## src/rtl/scan_seq_pkg.sv

```systemverilog
package scan_seq_pkg;

    typedef enum logic [1:0] {
        PH_SYNC   = 2'd0,
        PH_SHADOW = 2'd1,
        PH_DRAW   = 2'd2,
        PH_TAIL   = 2'd3
    } phase_t;

    typedef struct packed {
        logic ls;
        logic aff;
        logic draw;
        logic cfg;
    } fire_t;

endpackage

```

## src/rtl/phase_fsm.sv

```systemverilog
module phase_fsm
    import scan_seq_pkg::*;
#(
    parameter int HW         = 11,
    parameter int POS_AFFINE = 10,
    parameter int POS_DRAW   = 512,
    parameter int POS_CFG    = 1152
) (
    input  logic          clk,
    input  logic          rst_n,
    input  logic          tick_en,
    input  logic [HW-1:0] line_len,
    output logic [HW-1:0] hcnt,
    output fire_t         fire
);
    localparam logic [HW-1:0] H_AFF  = HW'(POS_AFFINE);
    localparam logic [HW-1:0] H_DRAW = HW'(POS_DRAW);
    localparam logic [HW-1:0] H_CFG  = HW'(POS_CFG);

    phase_t        state, nxt;
    logic [HW-1:0] h_nxt;
    logic          wrap;

    // state register
    always_ff @(posedge clk or negedge rst_n) begin
        if (!rst_n) begin
            state <= PH_SYNC;
            hcnt  <= '0;
        end else begin
            state <= nxt;
            hcnt  <= h_nxt;
        end
    end

    // next state
    always_comb begin
        wrap  = (hcnt >= line_len - 1'b1);
        h_nxt = hcnt;
        if (tick_en) h_nxt = wrap ? '0 : hcnt + 1'b1;
        nxt = state;
        if (tick_en) begin
            if (wrap) begin
                nxt = PH_SYNC;                              // T_WRAP
            end else begin
                unique case (state)
                    PH_SYNC:   if (h_nxt == H_AFF)  nxt = PH_SHADOW; // T_AFFINE
                    PH_SHADOW: if (h_nxt == H_DRAW) nxt = PH_DRAW;   // T_DRAW
                    PH_DRAW:   if (h_nxt == H_CFG)  nxt = PH_TAIL;   // T_CFG
                    PH_TAIL:   nxt = PH_TAIL;
                endcase
            end
        end
    end

    // outputs: one event per transition
    always_comb begin
        fire      = '0;
        fire.ls   = tick_en && wrap;
        fire.aff  = tick_en && !wrap && (state == PH_SYNC)   && (nxt == PH_SHADOW);
        fire.draw = tick_en && !wrap && (state == PH_SHADOW) && (nxt == PH_DRAW);
        fire.cfg  = tick_en && !wrap && (state == PH_DRAW)   && (nxt == PH_TAIL);
    end

endmodule

```

## src/rtl/line_qual.sv

```systemverilog
module line_qual #(
    parameter int VW         = 9,
    parameter int VIS_END    = 225,
    parameter int VIS_END_OS = 240
) (
    input  logic [VW-1:0] vpos,
    input  logic          overscan,
    output logic          is_visible,
    output logic          is_vblank_start,
    output logic          is_first
);
    localparam logic [VW-1:0] LIM_N = VW'(VIS_END);
    localparam logic [VW-1:0] LIM_O = VW'(VIS_END_OS);

    logic [VW-1:0] lim;

    always_comb begin
        lim             = overscan ? LIM_O : LIM_N;
        is_visible      = (vpos != '0) && (vpos < lim);
        is_vblank_start = (vpos == lim);
        is_first        = (vpos == '0);
    end

endmodule

```

## src/rtl/affine_shadow.sv

```systemverilog
module affine_shadow #(
    parameter int AW = 16,
    parameter int N  = 8
) (
    input  logic          clk,
    input  logic          rst_n,
    input  logic          latch,
    input  logic [AW*N-1:0] live,
    output logic [AW*N-1:0] shadow
);
    for (genvar i = 0; i < N; i++) begin : g_lane
        always_ff @(posedge clk or negedge rst_n) begin
            if (!rst_n)     shadow[i*AW +: AW] <= '0;
            else if (latch) shadow[i*AW +: AW] <= live[i*AW +: AW];
        end
    end

endmodule

```

## src/rtl/spr_addr_reload.sv

```systemverilog
module spr_addr_reload #(
    parameter int SB_W = 9,
    parameter int FI_W = 7
) (
    input  logic            clk,
    input  logic            rst_n,
    input  logic            reload,
    input  logic            prio_rot,
    input  logic [SB_W-1:0] base,
    output logic [SB_W:0]   addr,
    output logic [FI_W-1:0] first_idx
);
    localparam int SA_W = SB_W + 1;

    logic [SA_W-1:0] new_addr;

    always_comb new_addr = {base, 1'b0};

    always_ff @(posedge clk or negedge rst_n) begin
        if (!rst_n) begin
            addr      <= '0;
            first_idx <= '0;
        end else if (reload) begin
            addr      <= new_addr;
            first_idx <= prio_rot ? new_addr[FI_W+1:2] : '0;
        end
    end

endmodule

```

## src/rtl/spr_cfg_shadow.sv

```systemverilog
module spr_cfg_shadow #(
    parameter int SZ_W = 3,
    parameter int NM_W = 2,
    parameter int TD_W = 3
) (
    input  logic            clk,
    input  logic            rst_n,
    input  logic            latch,
    input  logic [SZ_W-1:0] size_live,
    input  logic [NM_W-1:0] name_live,
    input  logic [TD_W-1:0] tile_live,
    output logic [SZ_W-1:0] size_sh,
    output logic [NM_W-1:0] name_sh,
    output logic [TD_W-1:0] tile_sh,
    output logic            inval
);
    always_ff @(posedge clk or negedge rst_n) begin
        if (!rst_n) begin
            size_sh <= '0;
            name_sh <= '0;
            tile_sh <= '0;
            inval   <= 1'b0;
        end else begin
            inval <= latch && (size_live != size_sh);
            if (latch) begin
                size_sh <= size_live;
                name_sh <= name_live;
                tile_sh <= tile_live;
            end
        end
    end

endmodule

```

## src/rtl/scanline_event_seq.sv

```systemverilog
module scanline_event_seq
    import scan_seq_pkg::*;
#(
    parameter int HW         = 11,
    parameter int VW         = 9,
    parameter int POS_AFFINE = 10,
    parameter int POS_DRAW   = 512,
    parameter int POS_CFG    = 1152,
    parameter int VIS_END    = 225,
    parameter int VIS_END_OS = 240,
    parameter int AW         = 16,
    parameter int N_AFF      = 8,
    parameter int SB_W       = 9,
    parameter int FI_W       = 7,
    parameter int SZ_W       = 3,
    parameter int NM_W       = 2,
    parameter int TD_W       = 3
) (
    input  logic                clk,
    input  logic                rst_n,
    input  logic                tick_en,
    input  logic [HW-1:0]       line_len,
    input  logic [VW-1:0]       vpos,
    input  logic                overscan,
    input  logic                disp_off,
    input  logic                prio_rot,
    input  logic [SB_W-1:0]     spr_base,
    input  logic [AW*N_AFF-1:0] aff_live,
    input  logic [SZ_W-1:0]     spr_size,
    input  logic [NM_W-1:0]     spr_name,
    input  logic [TD_W-1:0]     spr_tile,
    output logic [AW*N_AFF-1:0] aff_shadow,
    output logic [SZ_W-1:0]     spr_size_sh,
    output logic [NM_W-1:0]     spr_name_sh,
    output logic [TD_W-1:0]     spr_tile_sh,
    output logic [SB_W:0]       spr_addr,
    output logic [FI_W-1:0]     first_idx,
    output logic                line_start,
    output logic                flag_clr,
    output logic                render_stb,
    output logic                spr_inval
);
    logic [HW-1:0] hcnt;
    fire_t         fire;
    logic          is_visible, is_vblank_start, is_first;
    logic          do_reload;

    phase_fsm #(
        .HW(HW), .POS_AFFINE(POS_AFFINE), .POS_DRAW(POS_DRAW), .POS_CFG(POS_CFG)
    ) u_fsm (
        .clk(clk), .rst_n(rst_n), .tick_en(tick_en), .line_len(line_len),
        .hcnt(hcnt), .fire(fire)
    );

    line_qual #(.VW(VW), .VIS_END(VIS_END), .VIS_END_OS(VIS_END_OS)) u_qual (
        .vpos(vpos), .overscan(overscan), .is_visible(is_visible),
        .is_vblank_start(is_vblank_start), .is_first(is_first)
    );

    affine_shadow #(.AW(AW), .N(N_AFF)) u_aff (
        .clk(clk), .rst_n(rst_n), .latch(fire.aff), .live(aff_live), .shadow(aff_shadow)
    );

    always_comb do_reload = fire.aff && is_vblank_start && !disp_off;

    spr_addr_reload #(.SB_W(SB_W), .FI_W(FI_W)) u_rel (
        .clk(clk), .rst_n(rst_n), .reload(do_reload), .prio_rot(prio_rot),
        .base(spr_base), .addr(spr_addr), .first_idx(first_idx)
    );

    spr_cfg_shadow #(.SZ_W(SZ_W), .NM_W(NM_W), .TD_W(TD_W)) u_cfg (
        .clk(clk), .rst_n(rst_n), .latch(fire.cfg),
        .size_live(spr_size), .name_live(spr_name), .tile_live(spr_tile),
        .size_sh(spr_size_sh), .name_sh(spr_name_sh), .tile_sh(spr_tile_sh),
        .inval(spr_inval)
    );

    always_ff @(posedge clk or negedge rst_n) begin
        if (!rst_n) begin
            line_start <= 1'b0;
            flag_clr   <= 1'b0;
            render_stb <= 1'b0;
        end else begin
            line_start <= fire.ls;
            flag_clr   <= fire.ls && is_first;
            render_stb <= fire.draw && is_visible;
        end
    end

endmodule

```

## config.mk

```make
export PLATFORM = sky130hd
export DESIGN_NAME = scanline_event_seq
export DESIGN_NICKNAME = d
export VERILOG_FILES = /design/src/rtl/scan_seq_pkg.sv /design/src/rtl/phase_fsm.sv /design/src/rtl/line_qual.sv /design/src/rtl/affine_shadow.sv /design/src/rtl/spr_addr_reload.sv /design/src/rtl/spr_cfg_shadow.sv /design/src/rtl/scanline_event_seq.sv
export SDC_FILE = /design/constraint.sdc
export NUM_CORES = 1
export LEC_CHECK = 0
export ABC_AREA = 1
export BUFFER_PORTS_ARGS = -buffer_cell sky130_fd_sc_hd__buf_2
export CAP_MARGIN = 20
export CELL_PAD_IN_SITES_DETAIL_PLACEMENT = 0
export CELL_PAD_IN_SITES_GLOBAL_PLACEMENT = 2
export CORE_UTILIZATION = 24
export CTS_CLUSTER_DIAMETER = 120
export DETAILED_ROUTE_END_ITERATION = 12
export GPL_TIMING_DRIVEN = 0
export PLACE_DENSITY_LB_ADDON = 0.1
export SYNTH_ARGS = -nofsm -noshare
export SYNTH_HDL_FRONTEND = slang
export SYNTH_HIERARCHICAL = 1
export SYNTH_SLANG_ARGS = --single-unit
```

## constraint.sdc

```tcl
create_clock -name clk -period 2.9 [get_ports clk]
set_input_delay 0.435 -clock clk [delete_from_list [all_inputs] [get_ports clk]]
set_output_delay 0.435 -clock clk [all_outputs]
set_load 0.01 [all_outputs]
```

# After elaboration in Yosys (flattened, before gate mapping)
# Cells that the tools add are included.
# totals
regBits	169
in_bits	171
out_inout_bits	157
wordCells	63
# op_classes
addsub	2
order_cmp	2
n_eq_ne	11
n_mux	10
n_reduce_logical	19
# ops
operator	n
two-way mux 11 bit	2
logical AND 1 bit	14
adder 11 x 1 -> 11 bit, second input constant	1
equality test 11 x 10 -> 1 bit, second input constant	1
equality test 11 bit, second input constant	1
equality test 11 x 4 -> 1 bit, second input constant	1
>= comparator 11 bit	1
subtractor 11 x 1 -> 11 bit, second input constant	1
two-way mux 2 bit	5
equality test 9 bit	1
logical NOT 9 bit	1
less-than comparator 9 bit	1
nonzero test 9 bit	1
equality test 2 bit, second input constant	4
one-hot mux 2 bit (4 select lines)	1
two-way mux 7 bit	1
two-way mux 5 bit	1
equality test 2 x 1 -> 1 bit, second input constant	2
inequality test 3 bit	1
logical NOT 1 bit	2
logical NOT 2 bit	1

# Logic depth before layout (Yosys ltp)
# depth
depth_word	13
mapped_depth	31
ltp_nobuf	29

# Hierarchy
# The synthesis kept the hierarchy.
# modules_own_cells
mod	n_inst	cells_each	area_per_inst_um2	seq_area_each_um2
affine_shadow	1	541	4959.8	3203.1
phase_fsm	1	206	1426.4	325.3
spr_addr_reload	1	70	643.1	400.4
spr_cfg_shadow	1	47	376.6	225.2
line_qual	1	25	125.1	0.0
scanline_event_seq	1	9	100.1	75.1

# Least setup slack after synthesis
# OpenSTA, ideal clock, no wires.
# synth_path
path_kind	input to register
startpoint	input line_len[0]
endpoint	register u_rel.first_idx[4]
setup_time_ps	117
t_arrival_ps	3732
t_required_ps	2783
setup_slack_ps	-950
cell_stages	30
n_path_buf	2
cell_sequence	nor3_1 -> or3b_1 -> nor3_1 -> nand2_1 -> nor2_1 -> xnor2_1 -> ha_1 -> nand2_1 -> nor2_2 -> nand3b_1 -> nand2_2 -> nor2_4 -> nand2_2 -> nand2_1 -> nand2_1 -> nand2_1 -> nor2_2 -> nand2_1 -> nand2_1 -> nand2_1 -> nor2_2 -> nor2_2 -> nor2_1 -> nand2_1 -> nor2_2 -> buf_6 -> inv_6 -> buf_6 -> nand2_1 -> nand2_1
# synth_rtl
element	line_no	rtl
from (decl)	scanline_event_seq.sv:22	input logic [HW-1:0] line_len,
to (signal assigned)	spr_addr_reload.sv:25	first_idx <= prio_rot ? new_addr[FI_W+1:2] : '0;
to (decl)	spr_addr_reload.sv:11	output logic [FI_W-1:0] first_idx

==> summary.md <==
| Metric | Value |
|---|---|
| Status | finished, violations left |
| Crit path from | line_len[2] |
| Worst path slowest cell | or3b_4 |
| Top FF cell, synth | dfrtp_1 |
| Startpoint types | input pin |
| Starting Density | about a quarter |
| Final Slew Violations | 0 |
| Clk root buf | clkbuf_16 |
| Routed Antenna Nets | 0 |
| DP Wirelength | 18700 um |
| Worst Path Required | ~3.3 ns |
| Routed length per instance | 15.5 um |
| Critical path capture point type | register |
| Ranking of synthesized cells by area | dfrtp_1 (55%), nand2_1 (25%), buf_6 (4.7%) |
| DRT iter0 DRCs | 302 |
| Post-route DRC | 0 |
| Port Buffer Count | 325 |
| Layout area overhead | 57.0% |
| Max Clk Rate | roughly 270 MHz |
| Fin crit period | between 3 and 4 ns |
| DIE AREA | 0.0325 sq mm |
| Share of cells above drive strength 1 | 51.4% |
| Worst r2r path cells | 22 |
| Top post-synthesis cells by count | nand2_1 (506), dfrtp_1 (169), inv_1 (46) |
| Clock skew | 0.0152 ns |
| I/O pins | 328 |
| Worst-path clk slew | 0.07 ns |
| Reg2reg end | u_aff/shadow[5]$_DFFE_PN0P_ |
| Number of clock sinks | ~170 |
| Via density | 4.09 |
| Drt pass-1 iters | 4 |
| Crit path arrival time | 4.06 ns |
| Internal reg-to-reg setup slack | -0.11 ns |
| Worst r2r src | u_fsm/hcnt[0]$_DFF_PN0_ |
| Nets | 1463 |
| Worst-margin pin slew | 0.713 ns |
| GRT overflow | 0 |
| Final WL | 26300 um |
| Largest net degree at the start of global routing | between 80 and 90 |
| Via count | 6911 |
| Cell variety after synth | 33 |
| Post-synth EDFFs | 0 |
| Setup violators final | 155 |
| Final Hold Fails | 0 |
| Peak supply drop | 384 uV |
| Inserted Clock Buffers | 17 |
| Core Region | 0.0309 sq mm |
| Min-Delay Path Class | input pin to asynchronous set/reset pin |
| Mean post-synth cell area | 8.50 sq um |
| CP max stage delay | 0.42 ns |
| Crit path max fanout | 8 |
| Antenna violations before repair | 3 |
| Gr usage total | 15.8% |
| Final period utilization | 127% |
| Seq/Total Area, Yosys | a little under three fifths |
| Worst path top cell family by delay | simple AND/OR/NAND/NOR gates |
| First-pass GRT wire length | 39200 um |
| Place WS | -1.77 ns |
| RSZ-0062 raised after global routing | yes |
| Buf/Inv on CP | 6 |
| Failing checks | negative setup slack |
| Max cap viols | 0 |
| Final WS setup | -0.791 ns |
| P per Cell Area | 930 mW/mm^2 |
| CTS Buffer Depth | 2 |
| # rows | 64 |
| Most frequent cell after synthesis | nand2_1 |
| Synthesis Warnings | 6 |
| Synth top area share | a little under three fifths |
| Final TNS setup | -110.95 ns |
| Mapped Area | 0.00763 sq mm |
| Worst skew pair latency | 0.43 ns |
| Chip width | 180 um |
| GP Congestion | roughly 0.73 |
| TritonCTS clock tree | built |
| Synth Instances | approximately 900 |
| FF+latch count, synth | 169 |
| Pleak | 6.62 nW |
| Leading area contributor after synthesis | dfrtp_1 |
| Slew HR | 52.4% |
| Htree depth | 4 |
| Die height | between 150 and 200 um |
| Vias in the first global route | ~6600 |
| Async SR Flop Fraction | 100% |
| Total power | 11.1 mW |
| Crit Path Category | input pin to register |
| Most used cell, CP | nor2_4 |
| Syn Nets | 1084 |
-- cell type report --
type / instances / area [sq um]
flip-flops and latches: 169 / 4230
multi-input cells: 642 / 3700
inverters: 52 / 218
fillers: 3319 / 18900
repair buffers: 361 / 2260
clock inverters: 13 / 134
diodes: 3 / 7.51
plain buffers: 34 / 498
well taps: 396 / 495
clock buffers: 19 / 443
-- routing by layer --
metal / global-route usage (%) / vias to the layer above / part of all wire [%]
met2: 25.5 / 195 / 48
met1: 20.4 / 3207 / 45
met4: 4.21 / 2 / 0.72
met3: 4.71 / 13 / 6.3
li1: - / 3494 / -
met5: 0 / - / 0.050
-- worst reg2reg max path, cell delays in order, from the launching register on --
cell       delay, ns
dfrtp_1         0.47
inv_1           0.12
ha_1            0.28
nand3_1         0.07
nand3b_1        0.17
nand2_2         0.12
nor2_4          0.07
nand3_2         0.09
nand2_4         0.06
buf_4           0.14
nor2_4          0.13
nand2_1         0.07
nand2_1         0.08
nand2_2         0.07
nor2_4          0.10
nor2_4          0.05
nor2_4          0.18
buf_12          0.15
inv_12          0.05
clkbuf_16       0.18
clkbuf_16       0.18
nand2_2         0.05
nand2_1         0.04
-- cells by family after synthesis --
group                      count (synthesis)  share of synthesized area [%]
AOI/OAI and AO/OA                         13                           1.13
xor gates and xnor gates                  13                           1.49
adders and majority gates                 15                           2.46
buffers and inverters                     87                           7.61
DFF                                      169                           55.4
other                                      1                         0.0491
and+or+nand+nor                          600                           31.8
-- placed cells by master, fill, tap and decap left out, drive strengths merged, types with 2 or more instances in the layout --
cell type | netlist | final
nand3 | 19 | 19
dfrtp | 169 | 169
clkinvlp | 0 | 2
nor3 | 8 | 8
inv | 52 | 58
o21ai | 7 | 7
nand2 | 514 | 514
nand4 | 6 | 6
a21oi | 5 | 5
nor2 | 49 | 49
clkinv | 0 | 4
diode | 0 | 3
ha | 15 | 15
xor2 | 8 | 8
xnor2 | 5 | 5
buf | 35 | 379
clkbuf | 0 | 35
-- through the flow --
step           instance area (sq um)  utilization (%)  std cells  hold WS (ns)
6_report                       12000             38.8       1689        0.0286
5_1_grt                        12000             38.7       1686        0.0521
4_1_cts                        10700             34.5       1661        0.0351
3_5_place_dp                    9830             31.8       1620         0.453
3_3_place_gp                    9790             31.7       1619         0.448
2_1_floorplan                   7670                -        898         0.139
-- where the power goes --
part           internal [mW]  total, mW  leakage (nW)  switching [mW]
logic                   2.24       4.81          4.18            2.57
clock network           1.23       2.29         0.279            1.06
registers               3.29       4.05          2.16           0.756
total                   6.76       11.1          6.62            4.39
-- registers in the layout, indices dropped and copies added (netlist names) --
| name | count |
|---|---|
| u_cfg/name_sh | 2 |
| u_cfg/tile_sh | 3 |
| u_cfg/inval | 1 |
| flag_clr | 1 |
| u_rel/addr | 9 |
| line_start | 1 |
| u_rel/first_idx | 7 |
| u_fsm/state | 2 |
| u_cfg/size_sh | 3 |
| render_stb | 1 |
| u_aff/shadow | 128 |
| u_fsm/hcnt | 11 |
-- worst max-delay path by stage --
stage	to	slack [ns]	cells past startpoint
after floorplan	u_rel/first_idx[4]$_DFFE_PN0P_	-0.73	30
after global placement	u_fsm/hcnt[4]$_DFF_PN0_	-1.85	1
after detailed placement	u_rel/first_idx[4]$_DFFE_PN0P_	-1.77	32
after CTS	u_rel/first_idx[4]$_DFFE_PN0P_	-0.79	30
after global routing	u_aff/shadow[5]$_DFFE_PN0P_	-1.02	29
final	u_aff/shadow[21]$_DFFE_PN0P_	-0.79	29
-- timing repair --
item,in CTS,in global routing
gates resized for setup,48,262
buffers inserted,9,10
pin swaps,22,55
setup endpoints to repair,156,156
gates cloned,0,17
hold buffers,0,0
(Power assumes the default switching activity.)
